$ cat src/rtl/aes_sf_tx_pkg.sv
package aes_sf_tx_pkg;
  localparam int unsigned SLOTS          = 32;
  localparam int unsigned HALF_PER_SF    = 2 * SLOTS;
  localparam int unsigned HALF_PER_FRAME = 2 * HALF_PER_SF;
  localparam int unsigned HC_W           = $clog2(HALF_PER_FRAME);
  localparam int unsigned SAMPLE_W       = 24;
  localparam int unsigned AUX_W          = 4;
  // slot positions fixed by the line format
  localparam int unsigned SLOT_AUX = 4;
  localparam int unsigned SLOT_AUD = SLOT_AUX + AUX_W;
  localparam int unsigned SLOT_V   = SLOT_AUD + SAMPLE_W - AUX_W;
  localparam int unsigned SLOT_U   = SLOT_V + 1;
  localparam int unsigned SLOT_C   = SLOT_U + 1;
  localparam int unsigned SLOT_P   = SLOT_C + 1;

  typedef enum logic [1:0] {PRE_X, PRE_Y, PRE_Z} pre_e;

  typedef struct packed {
    logic c;
    logic u;
    logic v;
  } cuv_t;

  // half-cell patterns, MSB sent first, for a preceding level of 0
  function automatic logic [7:0] pre_pat(input pre_e p);
    case (p)
      PRE_Z:   return 8'b1110_1000;
      PRE_Y:   return 8'b1110_0100;
      default: return 8'b1110_0010;
    endcase
  endfunction
endpackage

$ cat src/rtl/aes_blk_ctr.sv
module aes_blk_ctr #(
  parameter int unsigned FRAMES = 192,
  localparam int unsigned FW = $clog2(FRAMES)
) (
  input  logic          clk_i,
  input  logic          rst_ni,
  input  logic          strobe_i,
  input  logic          slave_i,
  input  logic          blk_i,
  output logic [FW-1:0] frame_o
);
  logic [FW-1:0] frame_q;
  logic          prev_q;
  logic          realign;

  assign realign = slave_i && !prev_q && blk_i;

  always_ff @(posedge clk_i or negedge rst_ni) begin
    if (!rst_ni) begin
      frame_q <= FW'(FRAMES - 1);
      prev_q  <= 1'b1;
    end else if (strobe_i) begin
      if (realign || frame_q == FW'(FRAMES - 1)) frame_q <= '0;
      else                                       frame_q <= frame_q + 1'b1;
      // outside pass-through the history reads as high: no edge on entry
      prev_q <= slave_i ? blk_i : 1'b1;
    end
  end

  assign frame_o = frame_q;
endmodule

$ cat src/rtl/aes_sf_build.sv
module aes_sf_build
  import aes_sf_tx_pkg::*;
(
  input  logic [SAMPLE_W-1:0] sample_i,
  input  cuv_t                cuv_i,
  output logic [SLOTS-1:0]    word_o
);
  logic [SLOTS-1:0] w;

  always_comb begin
    w = '0;
    w[SLOT_AUD-1:SLOT_AUX] = sample_i[AUX_W-1:0];
    w[SLOT_V-1:SLOT_AUD]   = sample_i[SAMPLE_W-1:AUX_W];
    w[SLOT_V] = cuv_i.v;
    w[SLOT_U] = cuv_i.u;
    w[SLOT_C] = cuv_i.c;
    w[SLOT_P] = ^w[SLOT_C:SLOT_AUX];
  end

  assign word_o = w;
endmodule

$ cat src/rtl/aes_bmc_ser.sv
module aes_bmc_ser
  import aes_sf_tx_pkg::*;
(
  input  logic             clk_i,
  input  logic             rst_ni,
  input  logic             start_i,
  input  logic             slow_i,
  input  logic             first_z_i,
  input  logic [SLOTS-1:0] word_l_i,
  input  logic [SLOTS-1:0] word_r_i,
  output logic             txp_o,
  output logic             txn_o,
  output logic             emit_o,
  output logic [HC_W-1:0]  hc_o
);
  logic [HC_W-1:0] hc_q;
  logic            active_q, div_q, line_q, nline_q, pol_q;
  logic            tick, emit, sub, half, in_pre, pol, lvl;
  logic [4:0]      slot;
  logic [2:0]      pidx;
  logic [SLOTS-1:0] word;
  logic [7:0]      pat;

  assign tick   = !slow_i || !div_q;
  assign emit   = active_q && tick;
  assign sub    = hc_q[HC_W-1];
  assign slot   = hc_q[HC_W-2:1];
  assign half   = hc_q[0];
  assign pidx   = hc_q[2:0];
  assign in_pre = (slot < 5'd4);
  assign word   = sub ? word_r_i : word_l_i;
  assign pat    = pre_pat(sub ? PRE_Y : (first_z_i ? PRE_Z : PRE_X));
  assign pol    = (pidx == 3'd0) ? line_q : pol_q;

  always_comb begin
    if (in_pre)     lvl = pat[~pidx] ^ pol;
    else if (!half) lvl = ~line_q;
    else            lvl = line_q ^ word[slot];
  end

  always_ff @(posedge clk_i or negedge rst_ni) begin
    if (!rst_ni) begin
      hc_q     <= '0;
      active_q <= 1'b0;
      div_q    <= 1'b0;
      line_q   <= 1'b0;
      nline_q  <= 1'b1;
      pol_q    <= 1'b0;
    end else begin
      if (emit) begin
        line_q  <= lvl;
        nline_q <= ~lvl;
        if (in_pre && pidx == 3'd0) pol_q <= line_q;
      end
      if (start_i) begin
        hc_q     <= '0;
        active_q <= 1'b1;
        div_q    <= 1'b0;
      end else if (active_q) begin
        div_q <= ~div_q;
        if (tick) begin
          hc_q <= hc_q + 1'b1;
          if (hc_q == HC_W'(HALF_PER_FRAME - 1)) active_q <= 1'b0;
        end
      end
    end
  end

  assign txp_o  = line_q;
  assign txn_o  = nline_q;
  assign emit_o = emit;
  assign hc_o   = hc_q;
endmodule

$ cat src/rtl/aes_sf_tx.sv
module aes_sf_tx
  import aes_sf_tx_pkg::*;
#(
  parameter int unsigned FRAMES = 192,
  parameter int unsigned CS_W   = 24
) (
  input  logic                clk_i,
  input  logic                rst_ni,
  input  logic                fsync_i,
  input  logic                passthru_i,
  input  logic                blk_start_i,
  input  logic [SAMPLE_W-1:0] left_i,
  input  logic [SAMPLE_W-1:0] right_i,
  input  logic                c_l_i,
  input  logic                u_l_i,
  input  logic                v_l_i,
  input  logic                c_r_i,
  input  logic                u_r_i,
  input  logic                v_r_i,
  input  logic [CS_W-1:0]     cs_bits_i,
  output logic                txp_o,
  output logic                txn_o
);
  localparam int unsigned FW = $clog2(FRAMES);

  logic                trn_q;
  logic [SAMPLE_W-1:0] smp_q [2];
  cuv_t                raw_q [2];
  logic [CS_W-1:0]     cs_q;
  logic [FW-1:0]       frame_w;
  logic                cs_bit;
  cuv_t                cuv_w [2];
  logic [SLOTS-1:0]    word_w [2];
  logic                emit_w;
  logic [HC_W-1:0]     hc_w;

  always_ff @(posedge clk_i or negedge rst_ni) begin
    if (!rst_ni) begin
      trn_q    <= 1'b0;
      smp_q[0] <= '0;
      smp_q[1] <= '0;
      raw_q[0] <= '0;
      raw_q[1] <= '0;
      cs_q     <= '0;
    end else if (fsync_i) begin
      trn_q    <= passthru_i;
      smp_q[0] <= left_i;
      smp_q[1] <= right_i;
      raw_q[0] <= cuv_t'{c: c_l_i, u: u_l_i, v: v_l_i};
      raw_q[1] <= cuv_t'{c: c_r_i, u: u_r_i, v: v_r_i};
      cs_q     <= cs_bits_i;
    end
  end

  aes_blk_ctr #(.FRAMES(FRAMES)) u_ctr (
    .clk_i   (clk_i),
    .rst_ni  (rst_ni),
    .strobe_i(fsync_i),
    .slave_i (passthru_i),
    .blk_i   (blk_start_i),
    .frame_o (frame_w)
  );

  always_comb begin
    cs_bit = 1'b0;
    for (int i = 0; i < int'(CS_W); i++)
      if (frame_w == FW'(i)) cs_bit = cs_q[i];
  end

  for (genvar ch = 0; ch < 2; ch++) begin : g_ch
    assign cuv_w[ch] = trn_q ? raw_q[ch] : cuv_t'{c: cs_bit, u: 1'b0, v: 1'b0};
    aes_sf_build u_build (
      .sample_i(smp_q[ch]),
      .cuv_i   (cuv_w[ch]),
      .word_o  (word_w[ch])
    );
  end

  aes_bmc_ser u_ser (
    .clk_i    (clk_i),
    .rst_ni   (rst_ni),
    .start_i  (fsync_i),
    .slow_i   (trn_q),
    .first_z_i(frame_w == '0),
    .word_l_i (word_w[0]),
    .word_r_i (word_w[1]),
    .txp_o    (txp_o),
    .txn_o    (txn_o),
    .emit_o   (emit_w),
    .hc_o     (hc_w)
  );
endmodule

$ cat config.mk
export PLATFORM = sky130hd
export DESIGN_NAME = aes_sf_tx
export DESIGN_NICKNAME = d
export VERILOG_FILES = /design/src/rtl/aes_sf_tx_pkg.sv /design/src/rtl/aes_blk_ctr.sv /design/src/rtl/aes_sf_build.sv /design/src/rtl/aes_bmc_ser.sv /design/src/rtl/aes_sf_tx.sv
export SDC_FILE = /design/constraint.sdc
export NUM_CORES = 1
export LEC_CHECK = 0
export CAP_MARGIN = 20
export CELL_PAD_IN_SITES_DETAIL_PLACEMENT = 1
export CELL_PAD_IN_SITES_GLOBAL_PLACEMENT = 1
export CORE_MARGIN = 2
export CORE_UTILIZATION = 40
export DETAILED_ROUTE_END_ITERATION = 16
export PLACE_DENSITY_LB_ADDON = 0.1
export SLEW_MARGIN = 20
export SYNTH_ARGS = -nofsm -noshare
export SYNTH_HDL_FRONTEND = slang
export SYNTH_SLANG_ARGS = --single-unit
$ cat constraint.sdc
create_clock -name clk_i -period 3.26 [get_ports clk_i]
set_input_delay 0.326 -clock clk_i [delete_from_list [all_inputs] [get_ports clk_i]]
set_output_delay 0.326 -clock clk_i [all_outputs]
set_load 0.02 [all_outputs]
==> impl_results.rst, run 1 <==
.. list-table::
   :header-rows: 1

   * - Metric
     - Value
   * - Hold buffer count at CTS
     - 0
   * - Share of power burned in registers
     - 42.1%
   * - Synth Area in Simple Gates
     - 8.38%
   * - Vias post-DR
     - between 3000 and 4000
   * - Maximum clock frequency
     - 325 MHz
   * - Syn-to-layout area delta
     - 25.0%
   * - EDFF count, synth
     - 0
   * - I/O pin count
     - 85
   * - Switching share of power
     - 32.1%
   * - Count of H-tree levels built during CTS
     - 3
   * - Synthesized area
     - 0.00542 mm²
   * - Worst flop-to-flop path startpoint
     - u_ctr.frame_o[0]
   * - Via density
     - ~5.3
   * - Type of the most critical hold path
     - primary input to async pin
   * - Least-Margin Pin Slew
     - 650 ps
   * - Grt ovf
     - 0
   * - Worst setup path endpoint
     - u_ser.txp_o
   * - Ratio of total power to cell area
     - approximately 560 mW/mm²
   * - Post-synthesis instance total
     - 459
   * - Clock latency at the later pin of the worst-skew pair
     - 350 ps
   * - Share of synthesized registers carrying an async set or reset
     - 100%
   * - Arrival time at the worst endpoint
     - 3310 ps
   * - Ratio of cells with drive above 1 in the final layout
     - 26.8%
   * - Kind of critical path
     - register to register
   * - Iter 0 DRT Violations
     - 131
   * - Xor and xnor area share after synthesis
     - 9.53%
   * - Final routed wire length divided by cell count
     - 18.0 µm
   * - Switching power of the nets
     - 1.22 mW
   * - Horizontal extent of the die
     - around 120 µm
   * - Fin. Hold Viols
     - 5
   * - Min Clock Period, post-route
     - 3080 ps
   * - Seq cells post-synth
     - 100
   * - Setup repair after global routing missed its margin
     - false
   * - Final max-slew violation count
     - 0
   * - Synth Area in Compound Gates
     - 8.61%
   * - Total Negative Setup Slacks
     - 0 ps
   * - Net count of the mapped netlist
     - approximately 550
   * - Worst reg-to-reg setup slack
     - ~180 ps
   * - Number of buffers inserted during clock tree synthesis
     - 9
   * - Placeable core region
     - 0.0132 mm²
   * - Port bufs
     - 84
   * - Share of the yosys chip area belonging to registers
     - between 40% and 50%
   * - Cell Rows
     - 42
   * - Main area contributors after synthesis
     - dfrtp_1, mux2_2, xnor2_1
   * - Starting utilization of the core area
     - 40.9%
   * - Max-Cap Viols
     - 0
   * - End of the worst register-to-register path
     - u_ser.txp_o
   * - DRC viols
     - 0
   * - Filler cell count
     - 1422
   * - Adder and majority cell fraction of the synthesized area
     - 1.38%
   * - Die height
     - 120 µm
   * - Dpl hpwl
     - 9.77 mm
   * - FF-to-FF path depth
     - 12
   * - Max_slew headroom
     - approximately 57%
   * - Leading area contributor after synthesis
     - dfrtp_1
   * - First-pass GRT wire length
     - 21.5 mm
   * - Static leakage
     - 2.61 nW
   * - Multiplexer fraction of the synthesized cell area
     - 22.6%
   * - First-pass detailed-route iteration total
     - 4
   * - Buffers from clock root to sink, at most
     - 2
   * - Critical Path Source
     - u_ctr.frame_o[0]
   * - Nature of the critical path endpoint
     - register
   * - Number of nets in the final layout
     - ~630
   * - Failing checks
     - negative hold slack
   * - Number of global-route vias before repair
     - 4152
   * - Final Skew
     - between 8 and 9 ps
   * - Maximum number of pins on one net before global-route repair
     - 50
   * - Unique masters post-synth
     - 55
   * - Final estimated routing congestion in global placement
     - ~0.8
   * - IR Drop Worst-Case VDD
     - 0.265 mV
   * - Overall routing resource usage
     - a little under a fifth
   * - Total wire length after detailed routing
     - about 13 mm
   * - Count of yosys warnings during synthesis
     - 0
   * - Part of the total power dissipated in the clock network
     - 26.2%
   * - Largest family of logic cells by synthesized area
     - multiplexers
   * - Remaining number of nets flagged by the antenna check after routing
     - 0
   * - Hold slack
     - -4.85 ps
   * - Number of setup violations in the final report
     - 0
   * - Area share of the largest cell type after synthesis
     - 42.0%
   * - Area of the die
     - 0.0145 mm²
   * - CTS clock-pin slew for the worst setup and hold paths
     - 70 ps
   * - Internal power component
     - roughly 2.6 mW
   * - Antenna fix cells
     - 0
   * - Category of the worst setup path launch point
     - register
   * - Fin crit share
     - 94.4%
   * - Average cell area after synthesis
     - 11.8 µm²
   * - TritonCTS Sinks
     - 100
   * - Initial antenna violation count
     - 0
   * - Top FF cell, synth
     - dfrtp_1
   * - Required time reported for the critical path endpoint
     - ~3500 ps
   * - Result of the run
     - finished, violations left
   * - Clock root cell
     - clkbuf_16
   * - CTS tree
     - yes
   * - Maximum fanout encountered on the critical timing path
     - 8
   * - Logic gate share of total power
     - a little under a third
[state kept, by name, summed over array words and instances (netlist names)]
| signal | cells |
|---|---|
| smp_q | 48 |
| cs_q | 24 |
| u_ctr.frame_o | 8 |
| u_ser.hc_o | 7 |
| raw_q | 6 |
| trn_q | 1 |
| u_ctr.prev_q | 1 |
| u_ser.active_q | 1 |
| u_ser.div_q | 1 |
| u_ser.pol_q | 1 |
| u_ser.txn_o | 1 |
| u_ser.txp_o | 1 |
[area by class of cell]
cell class | count | area (µm²) | share of cell area (%)
clock inverter | 5 | 37.5 | 0.554
tap | 176 | 220 | 3.25
clock buffer | 10 | 229 | 3.38
timing repair buffer | 97 | 958 | 14.1
multi-input combinational | 318 | 2770 | 40.8
sequential | 100 | 2510 | 37.1
inverter | 14 | 52.6 | 0.775
[Yosys cell counts, types with 2 or more instances]
cell / instances
and3_1: 2
o31ai_1: 3
nor2b_1: 3
nand2_1: 37
a211oi_1: 4
a21bo_2: 3
xor2_1: 11
or3_1: 2
nand4_1: 5
mux4_2: 15
mux2_2: 76
ha_1: 6
xnor2_1: 48
a221o_1: 2
nand3_1: 11
nor2_1: 19
dfstp_2: 9
o21ai_0: 19
a22oi_1: 2
buf_2: 6
a21o_1: 2
mux2i_1: 3
buf_1: 3
dfrtp_1: 91
a311oi_1: 2
nor4_1: 2
a21oi_1: 13
inv_2: 2
nor3b_1: 3
inv_1: 12
nor3_1: 4
clkbuf_1: 16
[per-layer routing]
layer / part of all wire, % / global-route usage [%] / up-vias
li1: - / - / 1793
met1: 45 / 24.5 / 1956
met2: 50 / 32.6 / 62
met3: 3.5 / 4.62 / 11
met4: 1.0 / 4.58 / 0
met5: 0 / 0 / -
[how the worst min path moves through the flow]
stage	start	to	cells past startpoint
after global routing	rst_ni	cs_q[8]	1
after CTS	rst_ni	cs_q[9]	1
after floorplan	rst_ni	cs_q[0]	0
final	rst_ni	cs_q[9]	1
after global placement	rst_ni	cs_q[10]	1
after detailed placement	rst_ni	cs_q[3]	1
[timing repair]
action / in CTS / in global routing
gates resized for setup: 0 / 10
buffers inserted: 0 / 1
setup endpoints to repair: 0 / 2
[metrics by stage]
stage	setup slack [ps]	instances	total power, mW	instance area [µm²]	utilization (%)
global placement	144	704	2.79	6470	48.9
floorplan	333	459	2.42	5420	-
global route	22.6	720	4.05	6780	51.2
detailed placement	77.7	704	2.82	6470	48.9
finish	184	720	3.81	6780	51.2
CTS	46.4	719	3.85	6740	50.9
[kinds of logic (layout without fill, tap and decap cells)]
| family | Yosys count | after routing |
|---|---|---|
| multiplexers | 94 | 94 |
| flip-flops | 100 | 100 |
| AO/OA/AOI/OAI | 65 | 65 |
| AND/OR/NAND/NOR | 94 | 94 |
| buffers and inverters | 41 | 126 |
| XOR/XNOR | 59 | 59 |
| adder cells (fa/ha/maj) | 6 | 6 |
[power groups by stage]
stage / clock network (mW) / registers, mW / logic [mW]
after CTS: 1.04 / 1.60 / 1.21
after global routing: 1.09 / 1.63 / 1.32
final: 0.999 / 1.60 / 1.21
after detailed placement: 0 / 1.63 / 1.20
after global placement: 0 / 1.62 / 1.17
after floorplan: 0 / 1.56 / 0.861
[layout by cell type (no fill, tap or decap), types with 3 or more instances in the layout]
cell type | synthesis | routed
dfrtp_1 | 91 | 91
clkdlybuf4s50_1 | 0 | 82
mux2_2 | 76 | 76
xnor2_1 | 48 | 48
nand2_1 | 37 | 37
nor2_1 | 19 | 19
o21ai_0 | 19 | 17
mux4_2 | 15 | 15
a21oi_1 | 13 | 13
buf_4 | 1 | 13
inv_1 | 12 | 11
nand3_1 | 11 | 11
xor2_1 | 11 | 11
clkbuf_16 | 0 | 9
dfstp_2 | 9 | 9
nand4_1 | 5 | 5
nor3_1 | 4 | 4
inv_2 | 2 | 3
a21bo_2 | 3 | 3
o31ai_1 | 3 | 3
nor3b_1 | 3 | 3
nor2b_1 | 3 | 3
a211oi_1 | 4 | 3
o21ai_1 | 1 | 3
mux2i_1 | 3 | 3
ha_2 | 0 | 3
[worst max-delay path, cell delays in order, from the launching register on]
cell and delay [ps]:
dfstp_2 590, inv_2 80, ha_4 200, nor2b_4 150, a2111oi_4 350, a32oi_2 90
o31ai_2 90, nand4_2 150, a311o_1 350, mux2_2 270, a41oi_2 250, o21ai_1 90
a221o_1 300
Note: power is estimated with default switching activity, not from simulation.
==> inputs of run 2 (changes only) <==
--- a/config.mk
+++ b/config.mk
@@ -10,6 +10,7 @@
 export CELL_PAD_IN_SITES_GLOBAL_PLACEMENT = 1
 export CORE_MARGIN = 2
 export CORE_UTILIZATION = 40
+export CTS_BUF_LIST = sky130_fd_sc_hd__clkbuf_4 sky130_fd_sc_hd__clkbuf_8
 export DETAILED_ROUTE_END_ITERATION = 16
 export PLACE_DENSITY_LB_ADDON = 0.1
 export SLEW_MARGIN = 20
==> impl_results.rst, run 2 (synthesized netlist as in run 1, its figures left out) <==
.. list-table::
   :header-rows: 1

   * - Metric
     - Value
   * - Worst flop-to-flop path startpoint
     - u_ctr.frame_o[0]
   * - Maximum clock frequency
     - 323 MHz
   * - Crit path largest cell delay
     - 610 ps
   * - Switching power of the nets
     - about 1.2 mW
   * - Type of the most critical hold path
     - primary input to register
   * - Worst-path cell chain
     - inv_2 -> ha_4 -> nor2b_4 -> a2111oi_4 -> a32oi_2 -> o31ai_2 -> nand4_2 -> a311o_1 -> mux2_2 -> a41oi_2 -> o21ai_1 -> a221o_1
   * - CTS tree
     - yes
   * - Most frequent cells in the layout
     - dfrtp_1, clkdlybuf4s50_1, mux2_2
   * - Fin crit share
     - between 90% and 100%
   * - Initial antenna violation count
     - 0
   * - Number of setup violations in the final report
     - 0
   * - Cell Rows
     - 42
   * - Filler cell count
     - about 1400
   * - Syn-to-layout area delta
     - 23.4%
   * - Maximum fanout encountered on the critical timing path
     - 8
   * - Least-Margin Pin Slew
     - roughly 650 ps
   * - Critical hold path startpoint
     - fsync_i
   * - Final routed wire length divided by cell count
     - 17.9 µm
   * - Iter 0 DRT Violations
     - roughly 110
   * - Internal power component
     - 2.35 mW
   * - Post-placement setup slack
     - 77.7 ps
   * - Met1 demand-to-capacity share in global routing
     - 24.3%
   * - Share of power burned in registers
     - 45.1%
   * - Flip-flop count of the largest register after layout
     - 48
   * - Area of the die
     - 0.0145 mm²
   * - Number of nets in the final layout
     - 630
   * - Ratio of total power to cell area
     - 530 mW/mm²
   * - Dpl hpwl
     - around 9.8 mm
   * - Total wire length after detailed routing
     - 12.9 mm
   * - Starting utilization of the core area
     - 40.9%
   * - Kind of critical path
     - register to register
   * - TritonCTS Sinks
     - 100
   * - Max-Cap Viols
     - 0
   * - Final max-slew violation count
     - 0
   * - Register containing the most flip-flops in the final layout
     - smp_q
   * - Clock root cell
     - clkbuf_8
   * - Clock latency at the later pin of the worst-skew pair
     - 380 ps
   * - I/O pin count
     - 85
   * - Final Skew
     - 11.9 ps
   * - Slowest library cell on the worst path
     - dfstp_2
   * - Via density
     - roughly 5.3
   * - Number of global-route vias before repair
     - 4154
   * - Top Family by Delay on Critical Path
     - compound AO/OA/AOI/OAI gates
   * - Fin. Hold Viols
     - 0
   * - Overall routing resource usage
     - 19.1%
   * - Grt ovf
     - 0
   * - Buffers from clock root to sink, at most
     - 2
   * - IR Drop Worst-Case VDD
     - between 0.2 and 0.3 mV
   * - Remaining number of nets flagged by the antenna check after routing
     - 0
   * - Ratio of cells with drive above 1 in the final layout
     - 27.0%
   * - Category of the worst setup path launch point
     - register
   * - Vias post-DR
     - ~3800
   * - Die height
     - 120 µm
   * - First-pass GRT wire length
     - 21.4 mm
   * - CTS clock-pin slew for the worst setup and hold paths
     - 100 ps
   * - Logic gate share of total power
     - 34.1%
   * - Count of H-tree levels built during CTS
     - 3
   * - Final estimated routing congestion in global placement
     - 0.815
   * - Switching share of power
     - 33.6%
   * - Setup WS post-layout
     - around 160 ps
   * - Setup repair after global routing missed its margin
     - false
   * - Total Negative Setup Slacks
     - 0 ps
   * - Max_slew headroom
     - 57.0%
   * - Critical Path Source
     - u_ctr.frame_o[0]
   * - Number of buffers inserted during clock tree synthesis
     - 9
   * - Maximum number of pins on one net before global-route repair
     - 50
   * - Static leakage
     - approximately 2.6 nW
   * - Global Route met2 Usage
     - 32.8%
   * - Min Clock Period, post-route
     - ~3100 ps
   * - DRC viols
     - 0
   * - Part of the total power dissipated in the clock network
     - around 21%
   * - Required time reported for the critical path endpoint
     - 3520 ps
   * - Antenna fix cells
     - 0
   * - Nature of the critical path endpoint
     - register
   * - First-pass detailed-route iteration total
     - 4
   * - Number of buffer and inverter instances along the worst setup path
     - 1
   * - Most common cell after layout, fill and taps aside
     - dfrtp_1
   * - Placeable core region
     - around 0.013 mm²
   * - GR Layer Usage met3
     - 4.62%
   * - Layer carrying the most global-route usage
     - met2
   * - Horizontal extent of the die
     - between 100 and 150 µm
   * - Port bufs
     - 84
   * - Arrival time at the worst endpoint
     - approximately 3400 ps
   * - Result of the run
     - complete, no violations
run 2: per-stage QoR:
step,utilization (%),cells,power [mW],hold WS [ps],cell area (µm²)
after floorplan,-,459,2.42,30.4,5420
after global placement,48.9,704,2.79,385,6470
after detailed placement,48.9,704,2.82,394,6470
after CTS,50.2,720,3.58,376,6650
after global routing,50.5,721,3.78,400,6690
final,50.5,721,3.55,389,6690
run 2: timing repair:
item                                   in CTS  in global routing
setup endpoints to repair                   0                  2
buffers inserted                            0                  1
endpoints found under the hold margin      47                  0
hold buffers                                1                  0
resized for setup                           0                 10
run 2: worst reg2reg max path, cell delays in order (launching register included):
cell	delay, ps
dfstp_2	610
inv_2	90
ha_4	200
nor2b_4	150
a2111oi_4	350
a32oi_2	90
o31ai_2	90
nand4_2	150
a311o_1	350
mux2_2	270
a41oi_2	250
o21ai_1	90
a221o_1	300
run 2: layer usage:
layer / vias to the layer above / part of all wire (%) / routed length [µm]
li1: 1794 / - / -
met1: 1947 / 45 / 5820
met2: 55 / 51 / 6540
met3: 8 / 3.3 / 431
met4: 0 / 0.98 / 127
met5: - / 0 / 0
run 2: cell type report:
class                      instances  area [µm²]  share of cell area [%]
timing repair buffer              98         968                    14.5
inverter                          14        52.6                   0.785
multi-input combinational        318        2770                    41.4
sequential                       100        2510                    37.6
tap                              176         220                    3.29
clock inverter                     5        37.5                   0.561
clock buffer                      10         131                    1.96
run 2: path summary, 6_finish.rpt:
path	end	slack, ps	cells after the start
min	cs_q[19]	390	3
max reg2reg	u_ser.txp_o	160	12
min reg2reg	u_ctr.prev_q	490	2
max in group asynchronous	smp_q[6]	2050	3
min in group asynchronous	cs_q[9]	500	2
max	u_ser.txp_o	160	12
run 2: power by group through the flow:
stage	Clock, mW	Combinational (mW)	Sequential [mW]
after floorplan	0	0.861	1.56
after global placement	0	1.17	1.62
after detailed placement	0	1.20	1.63
after CTS	0.776	1.21	1.60
after global routing	0.826	1.32	1.63
final	0.735	1.21	1.60
